File: src/rtl/bfpn_pkg.sv
package bfpn_pkg;
   // phase of a word inside a complex sample
   typedef enum logic {
      PH_RE = 1'b0,
      PH_IM = 1'b1
   } phase_e;

   // width of an integer expressed in bits needed to hold value v
   function automatic int unsigned bits_for(input int unsigned v);
      int unsigned n;
      n = 1;
      while ((1 << n) <= v) n++;
      return n;
   endfunction
endpackage

File: src/rtl/bfpn_exp_calc.sv
module bfpn_exp_calc #(
   parameter int GEXP_W  = 5,
   parameter int TAG_W   = 2,
   parameter int SHIFT_W = 4
) (
   input  logic [GEXP_W-1:0]  gexp,
   input  logic [TAG_W-1:0]   tag,
   input  logic [GEXP_W-1:0]  cexp,
   output logic [SHIFT_W-1:0] shift,
   output logic               neg
);
   localparam int FULL_W = GEXP_W + 1;
   localparam int DIFF_W = FULL_W + 1;
   localparam int MAX_SH = (1 << SHIFT_W) - 1;

   generate
      if (TAG_W > GEXP_W) begin : g_bad_tag
         $error("bfpn_exp_calc: TAG_W must not exceed GEXP_W");
      end
      if (SHIFT_W > FULL_W) begin : g_bad_sh
         $error("bfpn_exp_calc: SHIFT_W too wide for exponent path");
      end
   endgenerate

   logic [FULL_W-1:0]        full_exp;
   logic signed [DIFF_W-1:0] diff;
   logic                     too_big;

   always_comb begin
      full_exp = FULL_W'(gexp) + FULL_W'(tag);
      diff     = $signed({2'b00, cexp}) - $signed({1'b0, full_exp});
      neg      = diff[DIFF_W-1];
      too_big  = !neg && (diff[DIFF_W-2:0] > (DIFF_W-1)'(MAX_SH));
      if (neg)
         shift = '0;
      else if (too_big)
         shift = SHIFT_W'(MAX_SH);
      else
         shift = diff[SHIFT_W-1:0];
   end
endmodule

File: src/rtl/bfpn_asr.sv
module bfpn_asr #(
   parameter int DATA_W  = 16,
   parameter int SHIFT_W = 4
) (
   input  logic [DATA_W-1:0]  din,
   input  logic [SHIFT_W-1:0] amt,
   output logic [DATA_W-1:0]  dout
);
   generate
      if ((1 << SHIFT_W) > DATA_W) begin : g_bad_w
         $error("bfpn_asr: shift range exceeds data width");
      end
   endgenerate

   logic signed [DATA_W-1:0] stg [SHIFT_W+1];

   assign stg[0] = $signed(din);

   // logarithmic shifter: stage s moves by 2**s when its amount bit is set
   for (genvar s = 0; s < SHIFT_W; s++) begin : g_stage
      assign stg[s+1] = amt[s] ? (stg[s] >>> (1 << s)) : stg[s];
   end

   assign dout = stg[SHIFT_W];
endmodule

File: src/rtl/bfpn_ctrl.sv
module bfpn_ctrl #(
   parameter int                 GEXP_W   = 5,
   parameter logic [GEXP_W-1:0]  CEXP_RST = '0
) (
   input  logic              clk,
   input  logic              rst_n,
   input  logic              accept,
   input  logic              set_ovf,
   input  logic              ovf_clr,
   input  logic              cexp_we,
   input  logic [GEXP_W-1:0] cexp_wdata,
   output bfpn_pkg::phase_e  phase,
   output logic [GEXP_W-1:0] cexp,
   output logic              ovf
);
   import bfpn_pkg::*;

   always_ff @(posedge clk or negedge rst_n) begin
      if (!rst_n) begin
         phase <= PH_RE;
      end else if (accept) begin
         phase <= (phase == PH_RE) ? PH_IM : PH_RE;
      end
   end

   always_ff @(posedge clk or negedge rst_n) begin
      if (!rst_n) begin
         cexp <= CEXP_RST;
      end else if (cexp_we) begin
         cexp <= cexp_wdata;
      end
   end

   // set takes priority over clear
   always_ff @(posedge clk or negedge rst_n) begin
      if (!rst_n) begin
         ovf <= 1'b0;
      end else if (set_ovf) begin
         ovf <= 1'b1;
      end else if (ovf_clr) begin
         ovf <= 1'b0;
      end
   end


   sticky_ovf_chk: assert property (@(posedge clk) disable iff (!rst_n)
      ovf && !ovf_clr |=> ovf);


   clr_ovf_chk: assert property (@(posedge clk) disable iff (!rst_n)
      ovf_clr && !set_ovf |=> !ovf);
endmodule

File: src/rtl/bfp_out_norm.sv
module bfp_out_norm #(
   parameter int                DATA_W   = 16,
   parameter int                GEXP_W   = 5,
   parameter int                TAG_W    = 2,
   parameter int                SHIFT_W  = 4,
   parameter bit                SHARE    = 1'b1,
   parameter logic [GEXP_W-1:0] CEXP_RST = '0
) (
   input  logic              clk,
   input  logic              rst_n,
   input  logic              cexp_we,
   input  logic [GEXP_W-1:0] cexp_wdata,
   input  logic              ovf_clr,
   input  logic              in_valid,
   output logic              in_ready,
   input  logic [DATA_W-1:0] in_data,
   input  logic [TAG_W-1:0]  in_tag,
   input  logic [GEXP_W-1:0] in_gexp,
   output logic              out_valid,
   input  logic              out_ready,
   output logic [DATA_W-1:0] out_data,
   output logic              out_imag,
   output logic              ovf_flag
);
   import bfpn_pkg::*;

   generate
      if (DATA_W < 2) begin : g_bad_d
         $error("bfp_out_norm: DATA_W too small");
      end
      if (bits_for(DATA_W - 1) < SHIFT_W) begin : g_bad_s
         $error("bfp_out_norm: SHIFT_W too wide for DATA_W");
      end
   endgenerate

   logic               adv;
   logic               accept;
   phase_e             phase;
   logic [GEXP_W-1:0]  cexp;
   logic [SHIFT_W-1:0] calc_sh;
   logic               calc_neg;
   logic [SHIFT_W-1:0] use_sh;
   logic               use_neg;
   logic               s1_v;
   logic [DATA_W-1:0]  s1_d;
   logic [SHIFT_W-1:0] s1_sh;
   logic               s1_im;
   logic [DATA_W-1:0]  asr_q;

   assign adv      = out_ready;
   assign in_ready = out_ready;
   assign accept   = in_valid && adv;

   bfpn_exp_calc #(.GEXP_W(GEXP_W), .TAG_W(TAG_W), .SHIFT_W(SHIFT_W)) u_exp (
      .gexp  (in_gexp),
      .tag   (in_tag),
      .cexp  (cexp),
      .shift (calc_sh),
      .neg   (calc_neg)
   );

   generate
      if (SHARE) begin : g_share
         logic [SHIFT_W-1:0] held_sh;
         always_ff @(posedge clk or negedge rst_n) begin
            if (!rst_n) begin
               held_sh <= '0;
            end else if (accept && phase == PH_RE) begin
               held_sh <= calc_sh;
            end
         end
         assign use_sh  = (phase == PH_IM) ? held_sh : calc_sh;
         assign use_neg = (phase == PH_RE) && calc_neg;
      end else begin : g_own
         assign use_sh  = calc_sh;
         assign use_neg = calc_neg;
      end
   endgenerate

   bfpn_ctrl #(.GEXP_W(GEXP_W), .CEXP_RST(CEXP_RST)) u_ctrl (
      .clk        (clk),
      .rst_n      (rst_n),
      .accept     (accept),
      .set_ovf    (accept && use_neg),
      .ovf_clr    (ovf_clr),
      .cexp_we    (cexp_we),
      .cexp_wdata (cexp_wdata),
      .phase      (phase),
      .cexp       (cexp),
      .ovf        (ovf_flag)
   );

   // stage 1: capture word and its shift count
   always_ff @(posedge clk or negedge rst_n) begin
      if (!rst_n) begin
         s1_v  <= 1'b0;
         s1_d  <= '0;
         s1_sh <= '0;
         s1_im <= 1'b0;
      end else if (adv) begin
         s1_v <= in_valid;
         if (in_valid) begin
            s1_d  <= in_data;
            s1_sh <= use_sh;
            s1_im <= (phase == PH_IM);
         end
      end
   end

   bfpn_asr #(.DATA_W(DATA_W), .SHIFT_W(SHIFT_W)) u_asr (
      .din  (s1_d),
      .amt  (s1_sh),
      .dout (asr_q)
   );

   // stage 2: register the shifted word
   always_ff @(posedge clk or negedge rst_n) begin
      if (!rst_n) begin
         out_valid <= 1'b0;
         out_data  <= '0;
         out_imag  <= 1'b0;
      end else if (adv) begin
         out_valid <= s1_v;
         if (s1_v) begin
            out_data <= asr_q;
            out_imag <= s1_im;
         end
      end
   end

   // tracker of the last delivered phase, used only by the check below
   logic chk_seen;
   logic chk_last_im;
   always_ff @(posedge clk or negedge rst_n) begin
      if (!rst_n) begin
         chk_seen    <= 1'b0;
         chk_last_im <= 1'b0;
      end else if (out_valid && out_ready) begin
         chk_seen    <= 1'b1;
         chk_last_im <= out_imag;
      end
   end


   phase_alt_chk: assert property (@(posedge clk) disable iff (!rst_n)
      out_valid && out_ready && chk_seen |-> out_imag != chk_last_im);


   stall_hold_chk: assert property (@(posedge clk) disable iff (!rst_n)
      out_valid && !out_ready |=> out_valid && $stable(out_data) && $stable(out_imag));


   latency_chk: assert property (@(posedge clk) disable iff (!rst_n)
      (in_valid && in_ready) ##1 out_ready |=> out_valid);
endmodule

File: config.mk
export PLATFORM = sky130hd
export DESIGN_NAME = bfp_out_norm
export DESIGN_NICKNAME = d
export VERILOG_FILES = /design/src/rtl/bfpn_pkg.sv /design/src/rtl/bfpn_exp_calc.sv /design/src/rtl/bfpn_asr.sv /design/src/rtl/bfpn_ctrl.sv /design/src/rtl/bfp_out_norm.sv
export SDC_FILE = /design/constraint.sdc
export NUM_CORES = 1
export LEC_CHECK = 0
export BUFFER_PORTS_ARGS = -buffer_cell sky130_fd_sc_hd__buf_4
export CORE_MARGIN = 2
export CORE_UTILIZATION = 55
export DETAILED_ROUTE_END_ITERATION = 7
export PLACE_DENSITY = 0.78
export SLEW_MARGIN = 20
export SYNTH_ARGS = -nofsm -noshare
export SYNTH_HDL_FRONTEND = slang
export SYNTH_SLANG_ARGS = --single-unit
File: constraint.sdc
create_clock -name clk -period 2.8 [get_ports clk]
set_clock_uncertainty 0.15 [all_clocks]
set_input_delay 0.28 -clock clk [delete_from_list [all_inputs] [get_ports clk]]
set_output_delay 0.28 -clock clk [all_outputs]
set_load 0.005 [all_outputs]
==> results.json <==
{
  "io_buffers": 53,
  "powerDensity_nw_per_um2": 827,
  "htree_num_levels": 2,
  "ys_seq_area_frac": 0.432,
  "hold_slack_ps": 27.7,
  "slew_headroom": 0.508,
  "grt_pass1_wl_um": 10000,
  "power.switching_w": 0.00101,
  "netlist_area_um2": 2950,
  "layout_commonest_cell": "buf_4",
  "hold_viol": 0,
  "gp_congestion": 0.866,
  "core_region_area_um2": 5140,
  "rows": 26,
  "postSynthCellCount": 280,
  "tightest_slew_ps": 738,
  "die_h_um": 77.3,
  "post-route-util": 0.680,
  "cp_data_required_time_ps": 2860,
  "crit_type": "register to register",
  "setup_viol": 0,
  "outcome": "finished, final reports clean",
  "wl_per_cell_um": 14.3,
  "gr-total-overflow": 0,
  "timing.final.ws_setup_ps": 157,
  "grt_max_degree": 52,
  "synth_edf_count": 0,
  "cts_tree": "done",
  "drive_above_1_share": 0.291,
  "crit_fanout": 4,
  "total_leakage_power_nw": 1.64,
  "initial_core_util": 0.574,
  "path_cells": "fa_1 -> fa_1 -> a21o_1 -> and4_1 -> a211oi_2 -> a21oi_1 -> a211oi_1",
  "clkTransAtPathRegs_ps": 90,
  "p_seq_frac": 0.418,
  "slew_viol_final": 0,
  "root_buffer": "clkbuf_8",
  "first_iter_violations": 179,
  "die_w_um": 77.3,
  "globalRouteTotalUtil": 0.208,
  "seq_area_um2": 1280,
  "max-cap-violations": 0,
  "pwr-share-clk": 0.183,
  "layout_common_cells": "buf_4, dfrtp_1, nand2_1, mux2_2, o21ai_0",
  "synth_top_flop_cell": "dfrtp_1",
  "yosys_warnings": 0,
  "ioPinCount": 54,
  "critical_path.slowest_cell": "fa_1",
  "route.detailed.drc": 0,
  "critical_path.top_delay_family": "compound AO/OA/AOI/OAI gates",
  "async_reset_ff_frac": 1.00,
  "routed_wl_um": 5690,
  "multi_input_area_um2": 1510,
  "cp-start-kind": "register",
  "antenna_found_initial": 0,
  "vias_per_cell": 5.57,
  "dp_hpwl_um": 4160,
  "pre_cts_slack_ps": -8.86,
  "finalCriticalPeriod_ps": 2640,
  "grt_setup_unrepaired": "no",
  "cts_made_buffers": 5,
  "ys_types": 40,
  "fin_crit_sh": 0.944,
  "slowest_delay_ps": 420,
  "worstHoldPathType": "input pin to register",
  "cp_common_cell": "fa_1",
  "finalSetupTns_ps": 0,
  "firstDrtPassIters": 4,
  "path_buf_inv": 0,
  "fp.dieArea_um2": 5970,
  "avgSynthCellArea_um2": 10.5,
  "ant_nets": 0,
  "endpoint_kind": "register",
  "cp.arrival_ps": 2700,
  "vdd_drop_max_mv": 0.400,
  "p_sw_frac": 0.349,
  "cts_sinks": 51,
  "fmax_mhz": 378,
  "clockBufferDepth": 2,
  "p_int_w": 0.00188,
  "grt_pass1_vias": 2156,
  "antenna_cells": 0,
  "p_comb_frac": 0.399,
  "power_w": 0.00289,
  "insertion_delay_ps": 300,
  "nFillCells": 430,
  "nets": 372,
  "ys_ff_latch": 51,
  "synth_nets": 326,
  "vias": 2210,
  "area_growth_syn_to_layout_pct": 18.5
}
==> synthesized netlist by cell type (4+ instances only) <==
| library cell | instances | area share |
|---|---|---|
| o22ai_1 | 4 | 0.0085 |
| mux4_1 | 5 | 0.045 |
| o21ai_0 | 22 | 0.037 |
| dfrtp_1 | 51 | 0.43 |
| buf_2 | 5 | 0.0085 |
| clkbuf_1 | 9 | 0.011 |
| a21oi_1 | 18 | 0.031 |
| nand2_1 | 27 | 0.034 |
| inv_1 | 18 | 0.023 |
| ha_1 | 10 | 0.042 |
| nor2_1 | 21 | 0.027 |
| mux2i_1 | 17 | 0.058 |
| mux2_2 | 25 | 0.095 |
==> flip-flops by register name, indices dropped and copies added (netlist names), 4 cells and up <==
name             flops
out_data            16
s1_d                16
u_ctrl.cexp          5
g_share.held_sh      4
s1_sh                4
==> kinds of logic (layout without fill, tap and decap cells) <==
kind of cell               count (synthesis)  count (layout)  synth area share
and+or+nand+nor                           62              62            0.0907
adders and majority gates                 12              12            0.0560
AOI/OAI and AO/OA                         64              64             0.132
buffers and inverters                     37              84            0.0568
xor gates and xnor gates                   4               4            0.0119
DFF                                       51              51             0.432
muxes                                     50              50             0.220
==> final cells by class <==
class	instances	area share
multi-input combinational	192	0.433
sequential	51	0.365
timing repair buffer	57	0.123
tap	70	0.0250
clock buffer	6	0.0236
inverter	19	0.0204
clock inverter	2	0.0100
==> power by group through the flow <==
stage                     clock network, W  registers [W]  logic, W
after global routing              0.000579        0.00126   0.00128
after global placement                   0        0.00121   0.00112
final                             0.000529        0.00121   0.00115
after floorplan                          0        0.00107  0.000923
after detailed placement                 0        0.00122   0.00114
after CTS                         0.000544        0.00121   0.00116
==> tightest hold or removal path, cell delays in order <==
cell	delay (ps)
buf_4	80
nand2_1	40
o21ai_0	60
==> timing repair <==
action | CTS | global route
setup endpoints to repair | 0 | 8
hold endpoints to repair | 51 | 0
gates resized for setup | 0 | 2
buffers inserted | 0 | 0
hold buffers | 1 | 0
==> worst paths after layout <==
check | start | endpoint | slack [ps] | cells after the start
hold / removal | cexp_wdata[3] | u_ctrl.cexp[3]$_DFFE_PN0P_ | 30 | 3
max in group asynchronous | rst_n | s1_d[10]$_DFFE_PN0P_ | 1690 | 2
min in group asynchronous | rst_n | out_valid$_DFFE_PN0P_ | 390 | 2
setup / recovery | u_ctrl.cexp[0]$_DFFE_PN0P_ | g_share.held_sh[3]$_DFFE_PN0P_ | 160 | 7
setup reg to reg | u_ctrl.cexp[0]$_DFFE_PN0P_ | g_share.held_sh[3]$_DFFE_PN0P_ | 160 | 7
hold reg to reg | out_data[9]$_DFFE_PN0P_ | out_data[9]$_DFFE_PN0P_ | 330 | 2
==> through the flow <==
step	cell area (µm²)	std cells
after floorplan	2950	280
after global placement	3360	388
after detailed placement	3360	388
after CTS	3490	397
after global routing	3500	397
final	3500	397
==> routing by layer <==
metal,up-vias,global-route usage,share of wire
met4,0,0.0446,0.0060
li1,1092,-,-
met1,1038,0.286,0.45
met2,74,0.342,0.48
met5,-,0,0
met3,6,0.0412,0.059
Note: power is estimated with default switching activity, not from simulation.
